$ cat src/rtl/sdcmd_engine.sv
module sdcmd_engine #(
  parameter int DIV_W    = 8,
  parameter int TO_LIMIT = 64
) (
  input  logic        clk,
  input  logic        rst_n,
  input  logic        wr_en,
  input  logic [2:0]  addr,
  input  logic [31:0] wdata,
  output logic [31:0] rdata,
  output logic        sd_clk,
  output logic        cmd_out,
  output logic        cmd_oe,
  input  logic        cmd_in
);

  localparam logic [2:0] A_PRE  = 3'd0;
  localparam logic [2:0] A_ARG  = 3'd1;
  localparam logic [2:0] A_CTRL = 3'd2;
  localparam logic [2:0] A_STAT = 3'd3;
  localparam int TW = $clog2(TO_LIMIT + 1);

  typedef enum logic [1:0] {S_IDLE, S_SEND, S_WAIT, S_RECV} st_t;

  function automatic logic [6:0] crc7(input logic [39:0] d);
    logic [6:0] c;
    logic fb;
    c = '0;
    for (int i = 39; i >= 0; i--) begin
      fb = d[i] ^ c[6];
      c  = {c[5:0], 1'b0};
      if (fb) c = c ^ 7'h09;
    end
    return c;
  endfunction

  st_t               state;
  logic [DIV_W-1:0]  pre_q, cnt_q, div, cnt_nx;
  logic [DIV_W:0]    half;
  logic              clk_q, rise_t, fall_t;
  logic [31:0]       arg_q;
  logic [5:0]        idx_q;
  logic              host_q, wrsp_q, long_q;
  logic [47:0]       shreg;
  logic [7:0]        bitcnt;
  logic [TW-1:0]     to_cnt;
  logic [126:0]      rx;
  logic [127:0]      rx_nx;
  logic [31:0]       rsp0, rsp1, rsp2, rsp3;
  logic              st_rsp, st_to, st_sent, st_crc;
  logic              busy, ctrl_go, ctrl_wr, stat_wr;

  // card clock divider
  assign div    = (pre_q == '0) ? {{(DIV_W-1){1'b0}}, 1'b1} : pre_q;
  assign cnt_nx = (cnt_q >= div) ? '0 : cnt_q + 1'b1;
  assign half   = ({1'b0, div} + 1'b1) >> 1;
  assign rise_t = (cnt_nx == '0);
  assign fall_t = ({1'b0, cnt_nx} == half);
  assign sd_clk = clk_q;

  assign busy    = (state != S_IDLE);
  assign ctrl_wr = wr_en && (addr == A_CTRL);
  assign stat_wr = wr_en && (addr == A_STAT);
  assign ctrl_go = ctrl_wr && !busy && wdata[8] && wdata[6];
  assign rx_nx   = {rx, cmd_in};

  always_ff @(posedge clk or negedge rst_n) begin
    if (!rst_n) begin
      pre_q   <= '0;
      cnt_q   <= '0;
      clk_q   <= 1'b0;
      arg_q   <= '0;
      idx_q   <= '0;
      host_q  <= 1'b0;
      wrsp_q  <= 1'b0;
      long_q  <= 1'b0;
      shreg   <= '0;
      bitcnt  <= '0;
      to_cnt  <= '0;
      rx      <= '0;
      rsp0    <= '0;
      rsp1    <= '0;
      rsp2    <= '0;
      rsp3    <= '0;
      st_rsp  <= 1'b0;
      st_to   <= 1'b0;
      st_sent <= 1'b0;
      st_crc  <= 1'b0;
      cmd_out <= 1'b1;
      cmd_oe  <= 1'b0;
      state   <= S_IDLE;
    end else begin
      cnt_q <= cnt_nx;
      clk_q <= ({1'b0, cnt_nx} < half);
      if (wr_en && addr == A_PRE) pre_q <= wdata[DIV_W-1:0];
      if (wr_en && addr == A_ARG) arg_q <= wdata;
      if (ctrl_wr && !busy) begin
        idx_q  <= wdata[5:0];
        host_q <= wdata[6];
        wrsp_q <= wdata[9];
        long_q <= wdata[10];
      end
      if (stat_wr) begin
        if (wdata[9])  st_rsp  <= 1'b0;
        if (wdata[10]) st_to   <= 1'b0;
        if (wdata[11]) st_sent <= 1'b0;
        if (wdata[12]) st_crc  <= 1'b0;
      end
      case (state)
        S_IDLE: begin
          if (ctrl_go) begin
            shreg  <= {2'b01, wdata[5:0], arg_q,
                       crc7({2'b01, wdata[5:0], arg_q}), 1'b1};
            bitcnt <= '0;
            state  <= S_SEND;
          end
        end
        S_SEND: begin
          if (fall_t) begin
            if (bitcnt == 8'd48) begin
              cmd_oe  <= 1'b0;
              cmd_out <= 1'b1;
              st_sent <= 1'b1;
              to_cnt  <= '0;
              state   <= wrsp_q ? S_WAIT : S_IDLE;
            end else begin
              cmd_oe  <= 1'b1;
              cmd_out <= shreg[47];
              shreg   <= {shreg[46:0], 1'b0};
              bitcnt  <= bitcnt + 8'd1;
            end
          end
        end
        S_WAIT: begin
          if (rise_t) begin
            if (!cmd_in) begin
              rx     <= rx_nx[126:0];
              bitcnt <= 8'd1;
              state  <= S_RECV;
            end else if (to_cnt == TW'(TO_LIMIT - 1)) begin
              st_to <= 1'b1;
              state <= S_IDLE;
            end else begin
              to_cnt <= to_cnt + 1'b1;
            end
          end
        end
        S_RECV: begin
          if (rise_t) begin
            rx     <= rx_nx[126:0];
            bitcnt <= bitcnt + 8'd1;
            if (bitcnt == (long_q ? 8'd135 : 8'd47)) begin
              st_rsp <= 1'b1;
              state  <= S_IDLE;
              if (long_q) begin
                rsp0 <= rx_nx[127:96];
                rsp1 <= rx_nx[95:64];
                rsp2 <= rx_nx[63:32];
                rsp3 <= rx_nx[31:0];
              end else begin
                rsp0 <= rx_nx[39:8];
                if (crc7(rx_nx[47:8]) != rx_nx[7:1]) st_crc <= 1'b1;
              end
            end
          end
        end
        default: state <= S_IDLE;
      endcase
    end
  end

  always_comb begin
    case (addr)
      A_PRE:   rdata = {{(32-DIV_W){1'b0}}, pre_q};
      A_ARG:   rdata = arg_q;
      A_CTRL:  rdata = {21'b0, long_q, wrsp_q, busy, 1'b0, host_q, idx_q};
      A_STAT:  rdata = {19'b0, st_crc, st_sent, st_to, st_rsp, 9'b0};
      3'd4:    rdata = rsp0;
      3'd5:    rdata = rsp1;
      3'd6:    rdata = rsp2;
      default: rdata = rsp3;
    endcase
  end

  assert_start_accept_R2: assert property (@(posedge clk) disable iff (!rst_n)
    (ctrl_wr && !busy && wdata[8] && wdata[6]) |=> (state == S_SEND));

  assert_busy_ignore_R3: assert property (@(posedge clk) disable iff (!rst_n)
    (ctrl_wr && busy) |=> ($stable(idx_q) && $stable(long_q) && $stable(wrsp_q)));

  assert_edge_align_R4: assert property (@(posedge clk) disable iff (!rst_n)
    !$stable(cmd_out) |-> $fell(sd_clk));

  assert_sent_from_send_R5: assert property (@(posedge clk) disable iff (!rst_n)
    $rose(st_sent) |-> ($past(state) == S_SEND));

  assert_wait_bound_R6: assert property (@(posedge clk) disable iff (!rst_n)
    (state == S_WAIT) |-> (to_cnt < TW'(TO_LIMIT)));

  assert_crc_with_rsp_R7: assert property (@(posedge clk) disable iff (!rst_n)
    $rose(st_crc) |-> (st_rsp && !long_q));

endmodule

$ cat config.mk
export PLATFORM = sky130hd
export DESIGN_NAME = sdcmd_engine
export DESIGN_NICKNAME = d
export VERILOG_FILES = /design/src/rtl/sdcmd_engine.sv
export SDC_FILE = /design/constraint.sdc
export NUM_CORES = 1
export LEC_CHECK = 0
export ABC_AREA = 1
export CORE_ASPECT_RATIO = 0.6
export CORE_UTILIZATION = 63
export DETAILED_ROUTE_END_ITERATION = 12
export PLACE_DENSITY_LB_ADDON = 0.2
export SYNTH_ARGS = -nofsm -noshare
export SYNTH_HDL_FRONTEND = slang
export SYNTH_SLANG_ARGS = --single-unit
$ cat constraint.sdc
create_clock -name clk -period 11 [get_ports clk]
set_input_delay 2.2 -clock clk [delete_from_list [all_inputs] [get_ports clk]]
set_output_delay 2.2 -clock clk [all_outputs]
set_load 0.1 [all_outputs]
==> results of run 1 <==
[metal layers]
layer | routed length, um | vias to the layer above | track usage (%)
met5 | 0 | - | 0
met4 | 1330 | 0 | 10.9
met3 | 7760 | 97 | 12.6
met2 | 24400 | 962 | 53.1
met1 | 25500 | 8385 | 56.6
li1 | - | 7957 | -
[kinds of logic after synthesis]
family	share of synthesized area, %
and+or+nand+nor	23.4
muxes	0.291
AOI/OAI and AO/OA	14.3
buffers and inverters	8.08
adders and majority gates	1.29
DFF	49.7
xor gates and xnor gates	2.98
[cells in the mapped netlist, types with 17 or more instances]
master,n
nand2_1,778
dfrtp_1,383
o21ai_0,331
inv_1,280
nand3_1,137
nor2_1,98
clkbuf_1,78
a21oi_1,70
nand2_2,43
a221oi_1,33
xor2_1,23
buf_2,21
ha_1,20
o22ai_1,19
inv_2,17
[area by class of cell]
class	count	share of cell area [%]
multi-input cells	1672	38.0
clock buffers	47	4.89
well taps	408	2.36
inverters	298	5.18
diodes	3	0.0347
repair buffers	88	3.98
clock inverters	20	1.14
flip-flops and latches	384	44.5
[worst paths after layout]
check,start,end,slack [ns]
max in group asynchronous,rst_n,rx[8]$_DFFE_PN0P_,7.09
hold reg to reg,rx[99]$_DFFE_PN0P_,rx[100]$_DFFE_PN0P_,0.46
setup / recovery,addr[2],rdata[26],2.57
hold / removal,rx[99]$_DFFE_PN0P_,rx[100]$_DFFE_PN0P_,0.46
min in group asynchronous,rst_n,shreg[21]$_DFFE_PN0P_,1.70
setup reg to reg,pre_q[7]$_DFFE_PN0P_,rsp3[6]$_DFFE_PN0P_,6.05
[sequential cells by signal, summed over array words and instances (netlist names), 2 cells and up]
name / count
rx: 127
shreg: 48
idx_q: 6
rsp1: 32
state: 2
rsp0: 32
arg_q: 32
bitcnt: 8
rsp3: 32
rsp2: 32
cnt_q: 8
pre_q: 8
to_cnt: 7
[worst max-delay path, cell delays in order]
cell and delay, ns:
clkdlybuf4s50_1 0.48, buf_4 0.41, nand3_1 1.03, o21ai_0 0.54
a21oi_1 0.07, o211ai_1 0.24, clkdlybuf4s50_1 1.22
[through the flow]
stage               setup slack [ns]  util, %
detailed placement              2.78     67.6
finish                          2.57     71.9
floorplan                       4.41        -
global placement                2.83     67.6
global route                    2.53     71.9
CTS                             2.77     71.9
==> impl_metrics.tcl, run 1 <==
set metrics [dict create \
    result_of_the_run "finished, final reports clean" \
    final_cells 2920 \
    timing.fmax_mhz 119 \
    routed_wire_length_per_instance_um 20.2 \
    clock_tree.buffer_depth 3 \
    stdcell_area_um2 21600 \
    drt_iter0_drc 2153 \
    cts.htree.levels 2 \
    routed_wl_um 59000 \
    setup_viol_count_final 0 \
    cts_resized 0 \
    synth_area_leader_cell "dfrtp_1" \
    fin_hold_ws_ns 0.463 \
    ys_types 48 \
    worst_slew_margin_rel_pct 11.0 \
    placed_cell_count 2850 \
    post_route_cells_drive_above_1_share_pct 6.94 \
    r2r_cells 21 \
    average_vias_per_placed_instance 5.96 \
    rows 49 \
    fp.coreArea_um2 30000 \
    io_pins 74 \
    postSynth.topFlopCell "dfrtp_1" \
    antenna_violations_before_repair 1 \
    timing.final.crit_share_pct 76.7 \
    slew_worst_pin_ns 1.33 \
    totalNegativeSetupSlack_ns 0 \
    first_global_vias 16000 \
    portBuffers 73 \
    dp_hpwl_um 42400 \
    period_minus_slack_ns 8.43 \
    floorplan.die_area_um2 31400 \
    multiInputGateArea_um2 8200 \
    unrepaired_setup_endpoints_after_global_routing "no" \
    drt-pass1-iter-count 7 \
    netlist_top_cells_area "dfrtp_1 50%, nand2_1 15%, o21ai_0 8.6%" \
    cp-start-kind "input pin" \
    post_dp_cell_area_um2 20300 \
    cts.sink_count 384 \
    ys_async_sr_fraction_pct 100 \
    cts_made_buffers 37 \
    num-fill-cells 2322 \
    drcViolationCount 0 \
    netlist_instances 2458 \
    setup_buffers_after_cts 0 \
    area_taken_by_flip_flops_and_latches_um2 9610 \
    post-synth-top-area-fraction_pct 49.6 \
    initial_cell_density_of_the_core_pct 64.4 \
    postSynthRegisterBits 384 \
    root_buffer "clkbuf_16" \
    worst_setup_hold_path_clk_slew_ns 0.07 \
    clkLatencyLatePin_ns 0.54 \
    pin_count_of_the_biggest_net_entering_global_routing 223 \
    layout_commonest_cell "nand2_1" \
    post_cts_hold_buffer_count 0 \
    route.vias.total 17400 \
    hold_violations 0 \
    endpoint_kind "output pin" \
    min_path_cells 2 \
    nets 2540 \
    post_synth_instance_area_um2 19300 \
    cts_tree "done" \
    syn_area_per_cell_um2 7.87 \
    grt.overflow.total 0 \
    layout_common_cells "777 x nand2_1, 383 x dfrtp_1, 331 x o21ai_0" \
    floorplan.die.height_um 138 \
    routabilityCongestion 0.949 \
    die_w_um 228 \
    worstPathMaxFanout 36 \
    areaGrowthSynthToFinish_pct 11.8 \
    synth_edf_count 0 \
    grt_first_pass_wirelength_um 90600 \
    yosysWarningCount 0 \
    required_ns 8.80 \
    maxSlewViolCount 0 \
    grt_use_total_pct 38.2 \
    hold_path.class "register to register" \
    worstPathArrival_ns 6.23 \
    synth_fp_nets 2517 \
    setup.worst_path.class "input pin to output pin" \
    fin_worst_skew_ns 0.0232 \
    route.antenna.remaining_nets 0 \
    post_synthesis_sequential_area_ratio_pct 49.7 \
    timing.max_cap.violations 0 \
]
Power of run 1 is left out: the tool's default activity adds up to more than one toggle a clock period on the data nets, which glitch-free logic cannot reach.
==> run 2: changes to the inputs <==
CORE_UTILIZATION = 56   (was 63)
clock period = 7.4 ns   (was 11 ns; I/O delays follow)
==> run 2 against run 1 <==
- via count down 1.2%
- first-iteration DRC count down 2.5%
- die area up 12%
- worst hold slack better by 0.017 ns
- wire length up 0.71%
- sequential share of layout area up 0.19 points
==> impl_metrics.tcl, run 2 (synthesis gave the netlist of run 1 again) <==
set metrics [dict create \
    layout_common_cells "777 x nand2_1, 383 x dfrtp_1, 331 x o21ai_0" \
    dp_hpwl_um 43000 \
    largest-register "rx" \
    setup_buffers_after_cts 0 \
    route.antenna.remaining_nets 0 \
    slew_worst_pin_ns 1.21 \
    cts_resized 0 \
    routabilityCongestion 1.08 \
    first_global_vias 15900 \
    drt-pass1-iter-count 7 \
    die_w_um 242 \
    cts_tree "done" \
    timing.fmax_mhz 177 \
    grt.overflow.total 0 \
    setup_viol_count_final 0 \
    nets 2539 \
    pin_count_of_the_biggest_net_entering_global_routing 223 \
    top_regs "rx: 127 flops, shreg: 48 flops" \
    cts_made_buffers 37 \
    route.vias.total 17200 \
    post-place-ws_ns 1.84 \
    post_route_cells_drive_above_1_share_pct 7.82 \
    average_vias_per_placed_instance 5.80 \
    routed_wl_um 59400 \
    placed_cell_count 2900 \
    maxSlewViolCount 0 \
    io_pins 74 \
    unrepaired_setup_endpoints_after_global_routing "no" \
    timing.final.crit_share_pct 76.2 \
    layout_commonest_cell "nand2_1" \
    antenna_violations_before_repair 0 \
    n_antenna_cell 0 \
    worstPathMaxFanout 32 \
    drt_iter0_drc 2100 \
    areaGrowthSynthToFinish_pct 11.3 \
    worst_slew_margin_rel_pct 19.0 \
    floorplan.die_area_um2 35300 \
    drcViolationCount 0 \
    cts.sink_count 384 \
    initial_cell_density_of_the_core_pct 57.1 \
    totalNegativeSetupSlack_ns 0 \
    period_minus_slack_ns 5.64 \
    grt_use_total_pct 34.4 \
    clock_tree.buffer_depth 3 \
    fin_worst_skew_ns 0.0105 \
    setup_slack_ns 1.76 \
    largest_register_ff_count 127 \
    rows 52 \
    setup.worst_path.class "input pin to output pin" \
    clkLatencyLatePin_ns 0.54 \
    portBuffers 73 \
    fp.coreArea_um2 33800 \
    endpoint_kind "output pin" \
    routed_wire_length_per_instance_um 20.0 \
    final_cells 2965 \
    hold_path.class "register to register" \
    cp-start-kind "input pin" \
    root_buffer "clkbuf_16" \
    cts.htree.levels 2 \
    grt_first_pass_wirelength_um 93100 \
    worstPathArrival_ns 4.16 \
    result_of_the_run "finished, final reports clean" \
    post_cts_hold_buffer_count 0 \
    required_ns 5.92 \
    worst_setup_hold_path_clk_slew_ns 0.06 \
    timing.max_cap.violations 0 \
    utilization_pct 63.6 \
    hold_violations 0 \
    floorplan.die.height_um 146 \
]
==> run 2: changes by cell type in the layout (fill, tap and decap cells not counted) <==
| cell | previous run | this run |
|---|---|---|
| clkbuf_1 | 3 | 10 |
| inv_6 | 3 | 1 |
| buf_4 | 14 | 43 |
| clkinvlp_4 | 4 | 0 |
| diode_2 | 3 | 0 |
| buf_12 | 1 | 3 |
| clkbuf_8 | 5 | 8 |
| bufinv_16 | 5 | 2 |
| clkinv_2 | 9 | 6 |
| clkdlybuf4s50_1 | 72 | 40 |
==> run 2: layout make-up <==
type / instances / area [um2]
tap: 459 / 574
fill: 2998 / 12300
sequential: 384 / 9610
timing repair buffer: 87 / 798
clock buffer: 57 / 1120
clock inverter: 8 / 93.8
multi-input combinational: 1672 / 8200
inverter: 298 / 1120
==> run 2: worst max-delay path, stage by stage <==
cell and delay, ns:
clkdlybuf4s50_1 0.56, inv_1 0.13, nor2_2 0.10, buf_4 0.34, nand2_1 0.42, inv_1 0.41, nand2_1 0.16, o2111ai_1 0.19
buf_4 0.36
==> run 2: final timing paths <==
| check | start | endpoint | slack [ns] | cells after the start |
|---|---|---|---|---|
| max reg2reg | pre_q[1]$_DFFE_PN0P_ | shreg[3]$_DFFE_PN0P_ | 2.32 | 21 |
| min | rx[75]$_DFFE_PN0P_ | rx[76]$_DFFE_PN0P_ | 0.48 | 2 |
| min reg2reg | rx[75]$_DFFE_PN0P_ | rx[76]$_DFFE_PN0P_ | 0.48 | 2 |
| max | addr[0] | rdata[8] | 1.76 | 9 |
| max in group asynchronous | rst_n | rsp0[12]$_DFFE_PN0P_ | 5.10 | 2 |
| min in group asynchronous | rst_n | shreg[28]$_DFFE_PN0P_ | 1.00 | 1 |
==> run 2: through the flow <==
stage	hold slack [ns]	cell area, um2
4_1_cts	0.479	21500
6_report	0.480	21500
2_1_floorplan	0.442	19300
3_3_place_gp	0.459	20300
3_5_place_dp	0.463	20300
5_1_grt	0.494	21500
==> run 2: routing by layer <==
metal  vias to the layer above  wire [um]  GRT usage [%]
li1                       7942          -              -
met1                      8341      27800           54.8
met2                       794      23900           46.8
met3                       110       5840           6.68
met4                         0       1870           10.5
met5                         -          0              0
Power of run 2 is left out for the same reason.
